<file path="config.mk">
export PLATFORM = sky130hd
export DESIGN_NAME = sram_write_timer
export DESIGN_NICKNAME = d
export VERILOG_FILES = /design/src/rtl/sram_write_timer_pkg.sv /design/src/rtl/sram_write_window.sv /design/src/rtl/sram_write_ctl.sv /design/src/rtl/sram_write_dp.sv /design/src/rtl/sram_write_timer.sv
export SDC_FILE = /design/constraint.sdc
export NUM_CORES = 1
export LEC_CHECK = 0
export ABC_AREA = 0
export BUFFER_PORTS_ARGS = -buffer_cell sky130_fd_sc_hd__clkbuf_2
export CAP_MARGIN = 20
export CORE_MARGIN = 3
export CORE_UTILIZATION = 46
export DETAILED_ROUTE_END_ITERATION = 7
export GPL_TIMING_DRIVEN = 0
export MAX_ROUTING_LAYER = met4
export PLACE_DENSITY_LB_ADDON = 0.3
export SLEW_MARGIN = 40
export SYNTH_ARGS = -nofsm -noshare
export SYNTH_HDL_FRONTEND = slang
export SYNTH_HIERARCHICAL = 1
export SYNTH_SLANG_ARGS = --single-unit
</file>
<file path="constraint.sdc">
create_clock -name clk -period 2.6 [get_ports clk]
set_input_delay 0.52 -clock clk [delete_from_list [all_inputs] [get_ports clk]]
set_output_delay 0.52 -clock clk [all_outputs]
set_load 0.02 [all_outputs]
</file>
<file path="src/rtl/sram_write_timer_pkg.sv">
package sram_write_timer_pkg;

  // Strobes passed from the control to the datapath, valid for the next cycle.
  typedef struct packed {
    logic load;   // request taken on this edge
    logic weOn;   // write window active in the next cycle
    logic csOn;   // select window active in the next cycle
    logic done;   // next cycle is the last of the access
  } wrStrobes_t;

endpackage

</file>
<file path="src/rtl/sram_write_window.sv">
// Decides whether a strobe is inside its low window at a given cycle index,
// and reports where its window ends so the access length can be stretched.
module sram_write_window #(
  parameter int CNT_W = 4
) (
  input  logic [CNT_W-1:0] setup,
  input  logic [CNT_W-1:0] pulse,
  input  logic [CNT_W:0]   index,
  output logic             active,
  output logic [CNT_W:0]   spanEnd
);
  localparam int SW = CNT_W + 1;

  logic [SW-1:0] pulseEff;
  logic [SW-1:0] startIdx;

  always_comb begin
    pulseEff = (pulse == '0) ? SW'(1) : {1'b0, pulse};
    startIdx = {1'b0, setup};
    spanEnd  = startIdx + pulseEff;
    active   = (index >= startIdx) && (index < spanEnd);
  end
endmodule

</file>
<file path="src/rtl/sram_write_ctl.sv">
// Access counter and window decoding.
module sram_write_ctl
  import sram_write_timer_pkg::*;
#(
  parameter int CNT_W = 4
) (
  input  logic             clk,
  input  logic             rstN,
  input  logic [CNT_W-1:0] cfgWeSetup,
  input  logic [CNT_W-1:0] cfgWePulse,
  input  logic [CNT_W-1:0] cfgCsSetup,
  input  logic [CNT_W-1:0] cfgCsPulse,
  input  logic [CNT_W:0]   cfgCycle,
  input  logic             reqValid,
  output logic             busy,
  output wrStrobes_t       strb
);
  localparam int SW     = CNT_W + 1;
  localparam int N_STRB = 2;   // 0: write strobe, 1: chip select

  logic [SW-1:0] cnt, cntNext;
  logic          busyNext;
  logic [SW-1:0] lenEff;
  logic [SW-1:0] lastIdx;

  logic [CNT_W-1:0] winSetup [N_STRB];
  logic [CNT_W-1:0] winPulse [N_STRB];
  logic [SW-1:0]    winEnd   [N_STRB];
  logic [N_STRB-1:0] winOn;

  always_comb begin
    winSetup[0] = cfgWeSetup;
    winPulse[0] = cfgWePulse;
    winSetup[1] = cfgCsSetup;
    winPulse[1] = cfgCsPulse;
  end

  for (genvar g = 0; g < N_STRB; g++) begin : g_win
    sram_write_window #(.CNT_W(CNT_W)) u_win (
      .setup  (winSetup[g]),
      .pulse  (winPulse[g]),
      .index  (cntNext),
      .active (winOn[g]),
      .spanEnd(winEnd[g])
    );
  end

  // Total length: the requested value, stretched to fit both windows.
  always_comb begin
    lenEff = (cfgCycle == '0) ? SW'(1) : cfgCycle;
    for (int i = 0; i < N_STRB; i++) begin
      if (winEnd[i] > lenEff) lenEff = winEnd[i];
    end
    lastIdx = lenEff - SW'(1);
  end

  always_comb begin
    strb.load = reqValid && !busy;
    cntNext   = cnt;
    busyNext  = busy;
    if (strb.load) begin
      cntNext  = '0;
      busyNext = 1'b1;
    end else if (busy) begin
      if (cnt == lastIdx) begin
        cntNext  = '0;
        busyNext = 1'b0;
      end else begin
        cntNext = cnt + SW'(1);
      end
    end
    strb.weOn = busyNext && winOn[0];
    strb.csOn = busyNext && winOn[1];
    strb.done = busyNext && (cntNext == lastIdx);
  end

  always_ff @(posedge clk or negedge rstN) begin
    if (!rstN) begin
      cnt  <= '0;
      busy <= 1'b0;
    end else begin
      cnt  <= cntNext;
      busy <= busyNext;
    end
  end
endmodule

</file>
<file path="src/rtl/sram_write_dp.sv">
// Captures the request and registers every memory-side output.
module sram_write_dp
  import sram_write_timer_pkg::*;
#(
  parameter int ADDR_W = 24,
  parameter int DATA_W = 32
) (
  input  logic                clk,
  input  logic                rstN,
  input  wrStrobes_t          strb,
  input  logic                cfgByteMode,
  input  logic [ADDR_W-1:0]   reqAddr,
  input  logic [DATA_W-1:0]   reqData,
  input  logic [DATA_W/8-1:0] reqBe,
  output logic [ADDR_W-1:0]   memAddr,
  output logic [DATA_W-1:0]   memData,
  output logic                memWeN,
  output logic [DATA_W/8-1:0] memByteWeN,
  output logic                memCsN,
  output logic                done
);
  localparam int NBYTE = DATA_W / 8;

  logic [NBYTE-1:0] beQ;
  logic [NBYTE-1:0] beSel;
  logic [NBYTE-1:0] byteOn;

  always_comb begin
    beSel = strb.load ? reqBe : beQ;
  end

  for (genvar b = 0; b < NBYTE; b++) begin : g_lane
    assign byteOn[b] = cfgByteMode && strb.weOn && beSel[b];
  end

  always_ff @(posedge clk or negedge rstN) begin
    if (!rstN) begin
      memAddr <= '0;
      memData <= '0;
      beQ     <= '0;
    end else if (strb.load) begin
      memAddr <= reqAddr;
      memData <= reqData;
      beQ     <= reqBe;
    end
  end

  always_ff @(posedge clk or negedge rstN) begin
    if (!rstN) begin
      memWeN     <= 1'b1;
      memByteWeN <= '1;
      memCsN     <= 1'b1;
      done       <= 1'b0;
    end else begin
      memWeN     <= !(strb.weOn && !cfgByteMode);
      memByteWeN <= ~byteOn;
      memCsN     <= !strb.csOn;
      done       <= strb.done;
    end
  end
endmodule

</file>
<file path="src/rtl/sram_write_timer.sv">
module sram_write_timer
  import sram_write_timer_pkg::*;
#(
  parameter int ADDR_W = 24,
  parameter int DATA_W = 32,
  parameter int CNT_W  = 4
) (
  input  logic                clk,
  input  logic                rstN,
  input  logic [CNT_W-1:0]    cfgWeSetup,
  input  logic [CNT_W-1:0]    cfgWePulse,
  input  logic [CNT_W-1:0]    cfgCsSetup,
  input  logic [CNT_W-1:0]    cfgCsPulse,
  input  logic [CNT_W:0]      cfgCycle,
  input  logic                cfgByteMode,
  input  logic                reqValid,
  output logic                reqReady,
  input  logic [ADDR_W-1:0]   reqAddr,
  input  logic [DATA_W-1:0]   reqData,
  input  logic [DATA_W/8-1:0] reqBe,
  output logic                done,
  output logic [ADDR_W-1:0]   memAddr,
  output logic [DATA_W-1:0]   memData,
  output logic                memWeN,
  output logic [DATA_W/8-1:0] memByteWeN,
  output logic                memCsN
);
  wrStrobes_t strb;
  logic       busy;

  sram_write_ctl #(.CNT_W(CNT_W)) u_ctl (
    .clk       (clk),
    .rstN      (rstN),
    .cfgWeSetup(cfgWeSetup),
    .cfgWePulse(cfgWePulse),
    .cfgCsSetup(cfgCsSetup),
    .cfgCsPulse(cfgCsPulse),
    .cfgCycle  (cfgCycle),
    .reqValid  (reqValid),
    .busy      (busy),
    .strb      (strb)
  );

  sram_write_dp #(.ADDR_W(ADDR_W), .DATA_W(DATA_W)) u_dp (
    .clk        (clk),
    .rstN       (rstN),
    .strb       (strb),
    .cfgByteMode(cfgByteMode),
    .reqAddr    (reqAddr),
    .reqData    (reqData),
    .reqBe      (reqBe),
    .memAddr    (memAddr),
    .memData    (memData),
    .memWeN     (memWeN),
    .memByteWeN (memByteWeN),
    .memCsN     (memCsN),
    .done       (done)
  );

  assign reqReady = !busy;
endmodule

</file>
; Word-level counts from Yosys, hierarchy flattened
; Index checks and enable logic that the tools add are counted.
[classes]
add_sub_neg = 4
magnitude_cmp = 6
eq_ne = 2
n_mux = 12
bitwise = 1
n_reduce_logical = 19
[ops]
columns = operator, count
row1 = two-way mux 5 bit, 6
row2 = logical AND 1 bit, 12
row3 = two-way mux 4 bit, 3
row4 = adder 4 x 4 -> 5 bit, 2
row5 = equality test 5 bit, 2
row6 = greater-or-equal comparator 5 x 4 -> 1 bit, 2
row7 = greater-than comparator 5 bit, 2
row8 = < comparator 5 bit, 2
row9 = logical NOT 4 bit, 2
row10 = adder 5 x 1 -> 5 bit (second input constant), 1
row11 = logical NOT 5 bit, 1
row12 = subtractor 5 x 1 -> 5 bit (second input constant), 1
row13 = logical NOT 1 bit, 4
row14 = NOT 4 bit, 1
row15 = two-way mux 1 bit, 3
[totals]
reg_bits = 73
input_bits = 85
out_inout_bits = 64
word_cells = 53

; Logic depth before layout (Yosys ltp)
[logic_depth]
ltp_word = 18
ltp_mapped = 36
ltp_nobuf = 35

; Hierarchy
; The synthesis kept the hierarchy.
[modules_own_cells]
columns = module, n_inst, cells_per_inst, area_per_inst_um2, seq_area_each_um2
row1 = sram_write_dp, 1, 140, 2464.9, 1684.1
row2 = sram_write_ctl, 1, 139, 1159.9, 150.1
row3 = sram_write_window, 2, 46, 349.1, 0.0
row4 = sram_write_timer, 1, 1, 3.8, 0.0

; Least setup slack after synthesis
; Ideal clock, no wire load.
[synth_path]
path_kind = input to register
from = input cfgWePulse[1]
to = register u_dp.memWeN
setup_time_ns = 0.062
arrival_ns = 6.570
required_time_ns = 2.538
setup_slack_ns = -4.032
stages = 32
cell_sequence = nor3_1 or2_2 ha_1 inv_1 fa_1 xor2_1 inv_1 ha_1 nand4_4 or2_4 a211oi_1 nor2_1 ha_1 and4_1 a21oi_2 o31a_1 a211oi_2 nor2_1 ha_1 nand2_1 o21ai_1 xor3_1 and3_1 buf_6 o21ai_1 inv_1 ha_1 o21ai_0 a21oi_1 o311a_1 and2_1 nand2b_1
[synth_lines]
columns = item, line
row1 = start: declaration, sram_write_timer.sv:11  ; input logic [CNT_W-1:0] cfgWePulse,
row2 = end signal: assignment, sram_write_dp.sv:55  ; memWeN <= !(strb.weOn && !cfgByteMode);
row3 = end: declaration, sram_write_dp.sv:17  ; output logic memWeN,

==> results.yml <==
grt:
  grt_pass1_vias: 3691
  grt_pass1_wl_mm: 16.8
  gr-usage-all-layers: 0.208
  grt-ovfl-total: 0
  grt_max_degree: 74
  antenna_found_initial: 0
clock_network:
  cts-buffers-inserted: 9
  ctsLongestPathBuffers: 2
  clk_pin_slew_ns: 0.08
  clk_latency_ns: 0.34
  cts_htree_levels: 3
  cts_tree: "done"
  cts_sinks: 73
  cts_root_buf: "clkbuf_8"
yosys:
  synth-adder-area-share: 0.113
  ys_warn_count: 6
  synth-edff-count: 0
  synth_flop_cell: "dfrtp_1"
  syn_area_per_cell_um2: 11.6
  synth_top_family_by_area: "multiplexers"
  netlist_instances: 372
  async_reset_ff_frac: 1.00
  synthMuxAreaShare: 0.171
  syn_area_mm2: 0.00433
  synth_cell_type_count: 57
  synthXorXnorAreaFrac: 0.0425
  syn_nets: 495
  ys_ff_latch: 73
  synthSimpleGateAreaFrac: 0.0836
  synth_compound_area_frac: 0.112
  ys_seq_area_frac: 0.424
routing:
  drt_iter0_drc: 85
  viasPerCell: 5.16
  ant_nets: 0
  met2_length_mm: 6.20
  maxUsedRoutingLayer: "met4"
  drc: 0
  m1WireLength_mm: 4.18
  route.vias.total: 3548
  wirelength_mm: 11.2
  routedWlPerCell_um: 16.3
  dr.pass1.iters: 4
  wl_met3_um: 644
worst_setup_path:
  r2r-end: "u_dp/memWeN"
  cp_max_fo: 7
  crit_path_end_kind: "register"
  worstPathRequired_ns: 2.88
  rr_worst_depth: 11
  reg2reg_slack_ns: -0.20
  crit_type: "in2reg"
  worstReg2RegStart: "u_ctl/cnt[2]"
  cp_slowest_stage_delay_ns: 0.44
  cpMaxStageDelayCell: "o31ai_4"
  crit_arrival_ns: 6.55
  worst-path-buf-inv: 4
  path_delay_family: "compound AO/OA/AOI/OAI gates"
  critPathMostFrequentCell: "ha_4"
  critPathLaunchType: "input port"
place:
  dp_hpwl_mm: 8.40
  gp_congestion: 0.899
  portBuffers: 148
timing:
  finClkSkew_ns: 0.0139
  worstMarginPinSlew_ns: 0.592
  fin_crit_sh: 2.41
  tns_ns: -41.23
  rsz0062_at_grt: "yes"
  fmax_mhz: 159
  period_minus_slack_ns: 6.28
  finalHoldViolations: 0
  setup_slack_ns: -3.68
  drv_slew: 0
  relSlewSlack: 0.600
  final-setup-viol-count: 13
floorplan:
  rows: 34
  coreArea_mm2: 0.00893
  dieWidth_um: 103
  die_height_um: 103
  dieArea_mm2: 0.0106
  io_pins: 149
  start_util: 0.484
layout:
  diodes: 0
  fin_nets: 697
  final_common_cell: "clkbuf_2"
  area_growth_pct: 43.4
  regArea_mm2: 0.00183
  layout_common_cells: "clkbuf_2 (145), dfrtp_1 (67), mux2_2 (56), buf_4 (43), inv_1 (32)"
  nFillCells: 632
  multi_input_area_mm2: 0.00269
  drive_above_1_share: 0.606
power_and_ir_drop:
  intPower_mw: 4.68
  p_total_mw: 8.21
  switching_share: 0.429
  power.switching_mw: 3.53
  power.leakage_nw: 3.04
  ir_worst_vdd_mv: 0.474
  clkPwrFrac: 0.111
  comb_power_share: 0.641
  powerDensity_mw_per_mm2: 1320
  seqPwrFrac: 0.248
status:
  violations: "setup timing"
  status: "finished with violations"
worst_hold_path:
  hold_class: "in2async"
run:
  cap_violations: 0
## sequential cells by signal, indices dropped and copies added, names as in the netlist
| name | cells |
|---|---|
| u_dp/memData | 32 |
| u_dp/memAddr | 24 |
| u_ctl/cnt | 5 |
| u_dp/beQ | 4 |
| u_dp/memByteWeN | 4 |
| u_ctl/busy | 1 |
| u_dp/done | 1 |
| u_dp/memCsN | 1 |
| u_dp/memWeN | 1 |
## worst reg2reg max path: stages (launching register included)
cell       delay [ns]
dfrtp_1          0.50
xor2_4           0.24
xnor2_2          0.17
a2111oi_4        0.31
and3_4           0.33
a21oi_4          0.13
ha_4             0.27
o21ai_1          0.18
a21oi_1          0.07
o311a_1          0.32
and2_4           0.17
nand2b_1         0.07
## power groups by stage
stage	sequential [mW]	clock (mW)	combinational, mW
after detailed placement	2.06	0	4.36
after global placement	2.02	0	4.25
final	2.04	0.911	5.26
after floorplan	2.62	0	2.60
after CTS	2.04	0.940	4.84
after global routing	2.11	0.994	5.72
## area by class of cell
class                   count  area share
well taps                 108      0.0218
inverters                  38      0.0234
clock buffers              10      0.0222
clock inverters             6      0.0115
plain buffers              12      0.0127
flip-flops and latches     73       0.296
multi-input cells         248       0.433
repair buffers            192       0.180
## per-layer routing
layer / up-vias / track usage
met3: 16 / 0.0419
li1: 1706 / -
met4: 0 / 0.0677
met5: - / -
met2: 124 / 0.400
met1: 1702 / 0.206
## cells by family after synthesis
| kind of cell | Yosys count |
|---|---|
| AND/OR/NAND/NOR | 66 |
| adder cells (fa/ha/maj) | 38 |
| buffers and inverters | 51 |
| XOR/XNOR | 16 |
| multiplexers | 65 |
| AO/OA/AOI/OAI | 63 |
| flip-flops | 73 |
## worst max-delay path by stage
stage | from | end | slack (ns) | depth (start not counted)
4_1_cts | cfgWePulse[2] | u_dp/memByteWeN[3] | -3.52 | 35
6_report | cfgWePulse[1] | u_dp/memWeN | -3.68 | 32
5_1_grt | cfgWePulse[1] | u_dp/memWeN | -3.97 | 33
2_1_floorplan | cfgWePulse[1] | u_dp/memByteWeN[0] | -3.45 | 32
3_3_place_gp | cfgWePulse[1] | u_dp/memByteWeN[1] | -4.15 | 33
3_5_place_dp | cfgWePulse[1] | u_dp/memByteWeN[1] | -4.24 | 33
## per-stage QoR
stage / setup WS [ns] / area (µm²) / hold WS [ns] / instances / util
2_1_floorplan: -3.45 / 4490 / 0.224 / 372 / -
5_1_grt: -3.97 / 6210 / 0.205 / 687 / 0.695
3_3_place_gp: -4.15 / 5360 / 0.479 / 628 / 0.600
3_5_place_dp: -4.24 / 5370 / 0.480 / 628 / 0.601
4_1_cts: -3.52 / 5950 / 0.185 / 670 / 0.666
6_report: -3.68 / 6210 / 0.173 / 687 / 0.695
## what timing repair did
action	4_1_cts	5_1_grt
endpoints found under the setup margin	13	13
gates resized for setup	32	27
pin swaps	31	36
endpoints found under the hold margin	0	0
buffers inserted	26	18
hold buffers	0	0
## synth_stat cells (all sizes together), types with 5 or more instances
| cell | number | area (µm²) |
|---|---|---|
| a21oi | 18 | 113 |
| buf | 8 | 71.3 |
| clkbuf | 5 | 18.8 |
| dfrtp | 67 | 1680 |
| dfstp | 6 | 158 |
| ha | 36 | 450 |
| inv | 38 | 143 |
| mux2 | 60 | 691 |
| mux2i | 5 | 50.1 |
| nand2 | 11 | 41.3 |
| nand3 | 9 | 45.0 |
| nor2 | 15 | 58.8 |
| nor2b | 5 | 31.3 |
| nor3 | 7 | 35.0 |
| o21ai | 17 | 85.1 |
| xnor2 | 6 | 52.6 |
| xor2 | 8 | 85.1 |
No activity file was read; power rests on OpenSTA's default activity.
